===== config.mk =====
export PLATFORM = sky130hd
export DESIGN_NAME = twi_eep_slave
export DESIGN_NICKNAME = d
export VERILOG_FILES = /design/src/rtl/twi_eep_pkg.sv /design/src/rtl/twi_line_sync.sv /design/src/rtl/twi_page_buf.sv /design/src/rtl/twi_commit_timer.sv /design/src/rtl/twi_eep_slave.sv
export SDC_FILE = /design/constraint.sdc
export NUM_CORES = 1
export LEC_CHECK = 0
export BUFFER_PORTS_ARGS = -buffer_cell sky130_fd_sc_hd__buf_2
export CAP_MARGIN = 0
export CORE_MARGIN = 3
export CORE_UTILIZATION = 50
export DETAILED_ROUTE_END_ITERATION = 10
export PLACE_DENSITY = 0.76
export SLEW_MARGIN = 20
export SYNTH_ARGS = -nofsm -noshare
export SYNTH_HDL_FRONTEND = slang
export SYNTH_SLANG_ARGS = --single-unit

===== constraint.sdc =====
create_clock -name clk -period 6.4 [get_ports clk]
set_input_delay 0.32 -clock clk [delete_from_list [all_inputs] [get_ports clk]]
set_output_delay 0.32 -clock clk [all_outputs]
set_load 0.005 [all_outputs]

===== src/rtl/twi_eep_pkg.sv =====
package twi_eep_pkg;
  localparam int unsigned DW    = 8;
  localparam int unsigned AW    = 12;
  localparam int unsigned PW    = 5;
  localparam int unsigned SEL_W = 3;
  localparam int unsigned PFX_W = DW - SEL_W - 1;
  localparam int unsigned NIB_W = AW - DW;
  localparam int unsigned SLOTS = 1 << PW;

  typedef enum logic [2:0] {
    PH_IDLE, PH_DEV, PH_WAH, PH_WAL, PH_WDAT, PH_RDAT, PH_SKIP
  } twi_phase_e;

  // next address inside a page: upper part frozen, slot wraps
  function automatic logic [AW-1:0] page_step(input logic [AW-1:0] a);
    return {a[AW-1:PW], a[PW-1:0] + PW'(1)};
  endfunction

  // next address for reads: whole counter wraps
  function automatic logic [AW-1:0] seq_step(input logic [AW-1:0] a);
    return a + AW'(1);
  endfunction

  function automatic logic dev_match(input logic [DW-1:0] b,
                                     input logic [PFX_W-1:0] pfx,
                                     input logic [SEL_W-1:0] sel);
    return b[DW-1:1] == {pfx, sel};
  endfunction
endpackage


===== src/rtl/twi_line_sync.sv =====
module twi_line_sync #(
  parameter int unsigned STAGES = 2
)(
  input  logic clk,
  input  logic rst_n,
  input  logic scl_i,
  input  logic sda_i,
  output logic scl_lvl,
  output logic sda_lvl,
  output logic scl_rise,
  output logic scl_fall,
  output logic bus_start,
  output logic bus_stop
);
  logic [STAGES-1:0] scl_pipe, sda_pipe;
  logic scl_d, sda_d;

  always_ff @(posedge clk or negedge rst_n) begin
    if (!rst_n) begin
      scl_pipe <= '1;
      sda_pipe <= '1;
      scl_d    <= 1'b1;
      sda_d    <= 1'b1;
    end else begin
      scl_pipe <= {scl_pipe[STAGES-2:0], scl_i};
      sda_pipe <= {sda_pipe[STAGES-2:0], sda_i};
      scl_d    <= scl_pipe[STAGES-1];
      sda_d    <= sda_pipe[STAGES-1];
    end
  end

  assign scl_lvl   = scl_pipe[STAGES-1];
  assign sda_lvl   = sda_pipe[STAGES-1];
  assign scl_rise  = scl_lvl & ~scl_d;
  assign scl_fall  = ~scl_lvl & scl_d;
  assign bus_start = scl_lvl & scl_d & sda_d & ~sda_lvl;
  assign bus_stop  = scl_lvl & scl_d & ~sda_d & sda_lvl;
endmodule


===== src/rtl/twi_page_buf.sv =====
module twi_page_buf
  import twi_eep_pkg::*;
(
  input  logic          clk,
  input  logic          rst_n,
  input  logic          clr,
  input  logic          wr_en,
  input  logic [PW-1:0] wr_slot,
  input  logic [DW-1:0] wr_data,
  input  logic [PW-1:0] rd_slot,
  output logic [DW-1:0] rd_data,
  output logic          rd_valid,
  output logic          any_valid
);
  logic [DW-1:0]    store [SLOTS];
  logic [SLOTS-1:0] valid_q;

  always_ff @(posedge clk) begin
    if (wr_en) store[wr_slot] <= wr_data;
  end

  always_ff @(posedge clk or negedge rst_n) begin
    if (!rst_n)     valid_q <= '0;
    else if (clr)   valid_q <= '0;
    else if (wr_en) valid_q[wr_slot] <= 1'b1;
  end

  assign rd_data   = store[rd_slot];
  assign rd_valid  = valid_q[rd_slot];
  assign any_valid = |valid_q;
endmodule


===== src/rtl/twi_commit_timer.sv =====
module twi_commit_timer
  import twi_eep_pkg::*;
#(
  parameter int unsigned CYCLES = 500000
)(
  input  logic             clk,
  input  logic             rst_n,
  input  logic             go,
  input  logic [AW-PW-1:0] page_base,
  input  logic [DW-1:0]    slot_data,
  input  logic             slot_valid,
  output logic [PW-1:0]    slot_idx,
  output logic             busy,
  output logic             done,
  output logic             mem_we,
  output logic [AW-1:0]    mem_addr,
  output logic [DW-1:0]    mem_wdata
);
  localparam int unsigned CW = $clog2(CYCLES + 1);
  localparam logic [CW-1:0] LAST = CW'(CYCLES - 1);
  localparam logic [CW-1:0] COPY_END = CW'(SLOTS);

  logic [CW-1:0]    cnt_q;
  logic [AW-PW-1:0] page_q;
  logic             copy_win;

  always_ff @(posedge clk or negedge rst_n) begin
    if (!rst_n) begin
      busy   <= 1'b0;
      cnt_q  <= '0;
      page_q <= '0;
    end else if (go && !busy) begin
      busy   <= 1'b1;
      cnt_q  <= '0;
      page_q <= page_base;
    end else if (busy) begin
      if (cnt_q == LAST) busy <= 1'b0;
      else               cnt_q <= cnt_q + CW'(1);
    end
  end

  assign done      = busy && (cnt_q == LAST);
  assign copy_win  = busy && (cnt_q < COPY_END);
  assign slot_idx  = cnt_q[PW-1:0];
  assign mem_we    = copy_win && slot_valid;
  assign mem_addr  = {page_q, slot_idx};
  assign mem_wdata = slot_data;

  initial begin
    if (CYCLES < SLOTS) $error("commit window shorter than one page");
  end
endmodule


===== src/rtl/twi_eep_slave.sv =====
module twi_eep_slave
  import twi_eep_pkg::*;
#(
  parameter logic [PFX_W-1:0] DEV_PREFIX   = 4'b1010,
  parameter int unsigned      WRITE_CYCLES = 500000,
  parameter int unsigned      SYNC_STAGES  = 2
)(
  input  logic             clk,
  input  logic             rst_n,
  input  logic             scl_i,
  input  logic             sda_i,
  output logic             sda_oe,
  input  logic [SEL_W-1:0] strap_sel,
  input  logic             wr_permit,
  output logic [AW-1:0]    mem_addr,
  output logic [DW-1:0]    mem_wdata,
  output logic             mem_we,
  input  logic [DW-1:0]    mem_rdata
);
  localparam int unsigned BIT_W = $clog2(DW + 2);
  localparam int unsigned TX_IW = $clog2(DW);
  localparam logic [BIT_W-1:0] ACK_BEG = BIT_W'(DW);
  localparam logic [BIT_W-1:0] ACK_END = BIT_W'(DW + 1);

  // line events
  logic scl_lvl, sda_lvl, ev_rise, ev_fall, ev_start, ev_stop;

  twi_line_sync #(.STAGES(SYNC_STAGES)) u_sync (
    .clk(clk), .rst_n(rst_n), .scl_i(scl_i), .sda_i(sda_i),
    .scl_lvl(scl_lvl), .sda_lvl(sda_lvl),
    .scl_rise(ev_rise), .scl_fall(ev_fall),
    .bus_start(ev_start), .bus_stop(ev_stop)
  );

  twi_phase_e       phase;
  logic [BIT_W-1:0] bit_idx;
  logic [DW-1:0]    shreg, tx_q;
  logic [AW-1:0]    word_addr;
  logic [NIB_W-1:0] hi_nib;
  logic             rw_q, dev_ok_q, mack_q;

  // named internal events
  logic byte_end_ev, slot_end_ev, dev_byte_ev, wbyte_ev, addr_hit, in_byte;
  logic commit_busy, commit_done, commit_go, buf_any, buf_clr;
  logic [PW-1:0]    cm_slot;
  logic [DW-1:0]    cm_data;
  logic             cm_valid, cm_we;
  logic [AW-1:0]    cm_addr;

  assign byte_end_ev = ev_fall && (bit_idx == ACK_BEG);
  assign slot_end_ev = ev_fall && (bit_idx == ACK_END);
  assign dev_byte_ev = byte_end_ev && (phase == PH_DEV);
  assign wbyte_ev    = byte_end_ev && (phase == PH_WDAT);
  assign addr_hit    = dev_match(shreg, DEV_PREFIX, strap_sel) && !commit_busy;
  assign in_byte     = (phase != PH_IDLE) && (phase != PH_SKIP);
  assign buf_clr     = (ev_start && !commit_busy) || commit_done;
  assign commit_go   = ev_stop && (phase == PH_WDAT) && buf_any && wr_permit && !commit_busy;

  always_ff @(posedge clk or negedge rst_n) begin
    if (!rst_n) begin
      phase     <= PH_IDLE;
      bit_idx   <= '0;
      shreg     <= '0;
      tx_q      <= '0;
      word_addr <= '0;
      hi_nib    <= '0;
      rw_q      <= 1'b0;
      dev_ok_q  <= 1'b0;
      mack_q    <= 1'b0;
      sda_oe    <= 1'b0;
    end else if (ev_stop) begin
      phase   <= PH_IDLE;
      bit_idx <= '0;
      sda_oe  <= 1'b0;
    end else if (ev_start) begin
      phase   <= PH_DEV;
      bit_idx <= '0;
      sda_oe  <= 1'b0;
    end else if (ev_rise && in_byte && (bit_idx < ACK_END)) begin
      bit_idx <= bit_idx + BIT_W'(1);
      if (bit_idx < ACK_BEG) shreg <= {shreg[DW-2:0], sda_lvl};
      else if (phase == PH_RDAT) mack_q <= !sda_lvl;
    end else if (byte_end_ev) begin
      unique case (phase)
        PH_DEV: begin
          sda_oe   <= addr_hit;
          dev_ok_q <= addr_hit;
          rw_q     <= shreg[0];
        end
        PH_WAH: begin
          sda_oe <= 1'b1;
          hi_nib <= shreg[NIB_W-1:0];
        end
        PH_WAL: begin
          sda_oe    <= 1'b1;
          word_addr <= {hi_nib, shreg};
        end
        PH_WDAT: begin
          sda_oe    <= 1'b1;
          word_addr <= page_step(word_addr);
        end
        PH_RDAT: begin
          sda_oe    <= 1'b0;
          word_addr <= seq_step(word_addr);
        end
        default: sda_oe <= 1'b0;
      endcase
    end else if (slot_end_ev) begin
      bit_idx <= '0;
      sda_oe  <= 1'b0;
      unique case (phase)
        PH_DEV: begin
          if (!dev_ok_q) phase <= PH_SKIP;
          else if (rw_q) begin
            phase  <= PH_RDAT;
            tx_q   <= mem_rdata;
            sda_oe <= !mem_rdata[DW-1];
          end else phase <= PH_WAH;
        end
        PH_WAH:  phase <= PH_WAL;
        PH_WAL:  phase <= PH_WDAT;
        PH_WDAT: phase <= PH_WDAT;
        PH_RDAT: begin
          if (mack_q) begin
            tx_q   <= mem_rdata;
            sda_oe <= !mem_rdata[DW-1];
          end else phase <= PH_SKIP;
        end
        default: phase <= phase;
      endcase
    end else if (ev_fall && (phase == PH_RDAT) && (bit_idx != '0) && (bit_idx < ACK_BEG)) begin
      sda_oe <= !tx_q[TX_IW'(DW - 1) - bit_idx[TX_IW-1:0]];
    end
  end

  twi_page_buf u_page (
    .clk(clk), .rst_n(rst_n), .clr(buf_clr),
    .wr_en(wbyte_ev), .wr_slot(word_addr[PW-1:0]), .wr_data(shreg),
    .rd_slot(cm_slot), .rd_data(cm_data), .rd_valid(cm_valid),
    .any_valid(buf_any)
  );

  twi_commit_timer #(.CYCLES(WRITE_CYCLES)) u_commit (
    .clk(clk), .rst_n(rst_n), .go(commit_go),
    .page_base(word_addr[AW-1:PW]),
    .slot_data(cm_data), .slot_valid(cm_valid), .slot_idx(cm_slot),
    .busy(commit_busy), .done(commit_done),
    .mem_we(cm_we), .mem_addr(cm_addr), .mem_wdata(mem_wdata)
  );

  assign mem_we   = cm_we;
  assign mem_addr = commit_busy ? cm_addr : word_addr;

  // assertions
  AST_BUSY_NACK: assert property (@(posedge clk) disable iff (!rst_n)
    (dev_byte_ev && commit_busy) |=> !sda_oe);
  AST_NO_WE_DURING_RX: assert property (@(posedge clk) disable iff (!rst_n)
    mem_we |-> (phase != PH_WDAT));
  AST_PAGE_UPPER_HELD: assert property (@(posedge clk) disable iff (!rst_n)
    wbyte_ev |=> (word_addr[AW-1:PW] == $past(word_addr[AW-1:PW])));
  AST_DENIED_NO_CYCLE: assert property (@(posedge clk) disable iff (!rst_n)
    (ev_stop && !wr_permit && !commit_busy) |=> !commit_busy);
  AST_OE_RISES_LOW: assert property (@(posedge clk) disable iff (!rst_n)
    $rose(sda_oe) |-> !scl_lvl);
  AST_SKIP_SILENT: assert property (@(posedge clk) disable iff (!rst_n)
    (phase == PH_SKIP && $past(phase == PH_SKIP)) |-> !sda_oe);
endmodule


==> impl_metrics.toml <==
[logic_synthesis]
yosysMostFrequentCell = "edfxtp_1"
syn_nets = 1036
post-synth-top-area-cell = "edfxtp_1"
synth_cells = 1011
synth_seq_cells = 364
synth_common_cells = "256 x edfxtp_1, 102 x dfrtp_1, 84 x nor2_1, 75 x mux2_2, 54 x mux4_2"
synth_flop_cell = "edfxtp_1"
synth_edf_count = 256
netlist_area_um2 = 15540
synth_area_leaders = "edfxtp_1 49%, dfrtp_1 16%, mux4_2 7.8%"
syn_avg_cell_area_um2 = 15.37
yosysUniqueCellTypes = 60
synth-seq-area-share_pct = 66.92
synth_warnings = 0
ys_async_sr_fraction_pct = 29.67
synth_top_area_share_pct = 49.48

[floorplan]
die_h_um = 182.3
ios = 38
fp.coreArea_um2 = 30110
die_area_um2 = 33220
rows = 63
die_x_um = 182.3
initial_core_util_pct = 51.60

[sta]
relSlewSlack_pct = 24.16
setup_slack_ns = 2.439
hold_ws_ns = 0.01504
setup_viol = 0
period_needed_ns = 3.961
skew_ns = 0.02545
rsz0062_at_grt = "false"
hold_viol = 0
slew_violations = 0
fin_crit_sh_pct = 61.89
fmax_ghz = 0.2525
setup_tns_ns = 0
worstMarginPinSlew_ns = 1.133

[grt]
overflow = 0
grt_pass1_vias = 8988
grt_first_pass_wirelength_um = 51840
antenna_found_initial = 0
track_usage_pct = 20.28
grt_max_degree = 74

[cts]
clk-insertion-delay-late_ns = 0.55
post_cts_buffers = 0
clock-sinks = 364
h-tree-depth = 2
cts_made_buffers = 37
clk_path_buf_depth = 3
root_buffer = "clkbuf_16"
cts_tree = "built"
clkTransAtPathRegs_ns = 0.06

[power_and_ir_drop]
power_frac_comb_pct = 15.2
p_per_area_nw_per_um2 = 342.6
ir_drop_v = 0.0002230
switching_share_pct = 27.12
power_frac_clock_pct = 37.8
p_leak_nw = 6.187
power_mw = 5.970
power_switching_mw = 1.619
seqPwrFrac_pct = 46.9
p_int_mw = 4.351

[placed_design]
portBuffers = 37
dp_slack_ns = 2.927
hpwl_um = 19830
place_congestion = 0.8459

[detailed_routing]
num_vias = 9033
via_per_inst = 6.145
drc = 0
wl_per_cell_um = 22.76
first_pass_iters = 5
routed_wl_um = 33460
ant_nets = 0
drt_iter0_markers = 1029

[worst_setup_path]
cp.required_ns = 6.08
critPathMaxStageDelay_ns = 0.90
path_cells = "buf_4, mux2_2, o22ai_1, o41ai_1, a21oi_1, nor4_1, buf_2"
crit_path_end_kind = "primary output"
critPathMaxFanout = 55
cp_slowest_cell = "dfrtp_4"
cpLargestDelayFamily = "flip-flops"
start_kind = "flop"
crit_type = "flop to primary output"
path_buf_inv = 2
arrival_ns = 3.64

[finish]
diodes = 0
layout-drive-gt1-share_pct = 24.26
final_nets = 1076
syn_to_final_growth_pct = 12.15
fill_cells = 2259

[flow_run]
max_cap_violations = 0

[worst_hold_path]
hold_path.class = "primary input to flop"

[run_status]
status = "finished clean"
-- flip-flops by register name, indices dropped and copies added, names as in the netlist, 7 cells and up --
signal / flops
u_page.store: 256
u_page.valid_q: 32
u_commit.cnt_q: 19
word_addr: 12
shreg: 8
tx_q: 8
u_commit.page_q: 7
-- through the flow --
step | utilization (%) | instances | area [µm²]
6_report | 57.87 | 1470 | 17420
5_1_grt | 57.87 | 1470 | 17420
4_1_cts | 57.82 | 1470 | 17410
3_5_place_dp | 53.39 | 1398 | 16080
3_3_place_gp | 53.37 | 1398 | 16070
2_1_floorplan | - | 1011 | 15540
-- power by group through the flow --
stage | clock network (mW) | registers [mW] | logic, mW
final | 2.26 | 2.80 | 0.910
after global placement | 0 | 2.84 | 0.888
after floorplan | 0 | 2.75 | 0.675
after CTS | 2.29 | 2.80 | 0.909
after global routing | 2.38 | 2.82 | 0.987
after detailed placement | 0 | 2.85 | 0.899
-- layout by cell type, fill, tap and decap left out, drive strengths merged, types with 3 or more instances in the layout --
master       count
edfxtp         256
dfrtp          102
nor2            84
mux2            75
mux4            54
clkbuf          51
buf             49
nand2           45
o21a            34
o21ai           32
nor3            29
a21oi           23
xor2            22
mux2i           21
nand3           19
inv             16
nor2b           15
a211oi          15
nand4           13
nor4            13
o22ai           12
ha               9
nand3b           6
and3             6
a22oi            6
dfstp            6
clkinv           6
bufinv           5
nand2b           4
a31oi            4
and4             4
or3              4
clkinvlp         4
dlygate4sd3      4
o2111ai          3
-- per-layer routing --
layer	vias up	GRT usage, %	wire length (µm)
met4	0	7.099	1093
met5	-	0	0
met1	4563	27.03	13260
li1	3994	-	-
met3	74	3.827	2477
met2	402	33.78	16630
-- final timing paths --
check                                    from                   to  depth (start not counted)  slack [ns]
setup / recovery            u_commit.cnt_q[1]               mem_we                          7        2.44
hold / removal                   mem_rdata[0]              tx_q[0]                          2        0.02
setup reg to reg                     phase[0]  u_page.store[20][3]                          4        3.33
hold reg to reg            u_sync.scl_pipe[0]   u_sync.scl_pipe[1]                          0        0.36
max in group asynchronous               rst_n    u_commit.cnt_q[1]                          3        4.73
min in group asynchronous               rst_n   u_commit.page_q[4]                          2        0.26
-- repair_timing --
item / CTS / global route
hold buffers: 4 / 0
resized for setup: 0 / 0
hold endpoints to repair: 38 / 0
setup endpoints to repair: 0 / 0
-- final cells by class --
cell class / instances / area (µm²) / area share, %
timing repair buffer: 53 / 317.8 / 1.824
clock buffer: 51 / 1018 / 5.845
multi-input combinational: 581 / 4862 / 27.90
clock inverter: 17 / 276.5 / 1.587
sequential: 364 / 10410 / 59.74
tap: 390 / 488.0 / 2.801
inverter: 14 / 52.55 / 0.3016
-- cells by family after synthesis --
logic type | Yosys count | share of synthesized area, %
XOR/XNOR | 24 | 1.353
adder cells (fa/ha/maj) | 9 | 0.7248
AND/OR/NAND/NOR | 253 | 8.351
AO/OA/AOI/OAI | 145 | 6.137
buffers and inverters | 66 | 1.893
multiplexers | 150 | 14.62
flip-flops | 364 | 66.92
Power figures use the tool's default switching activity.
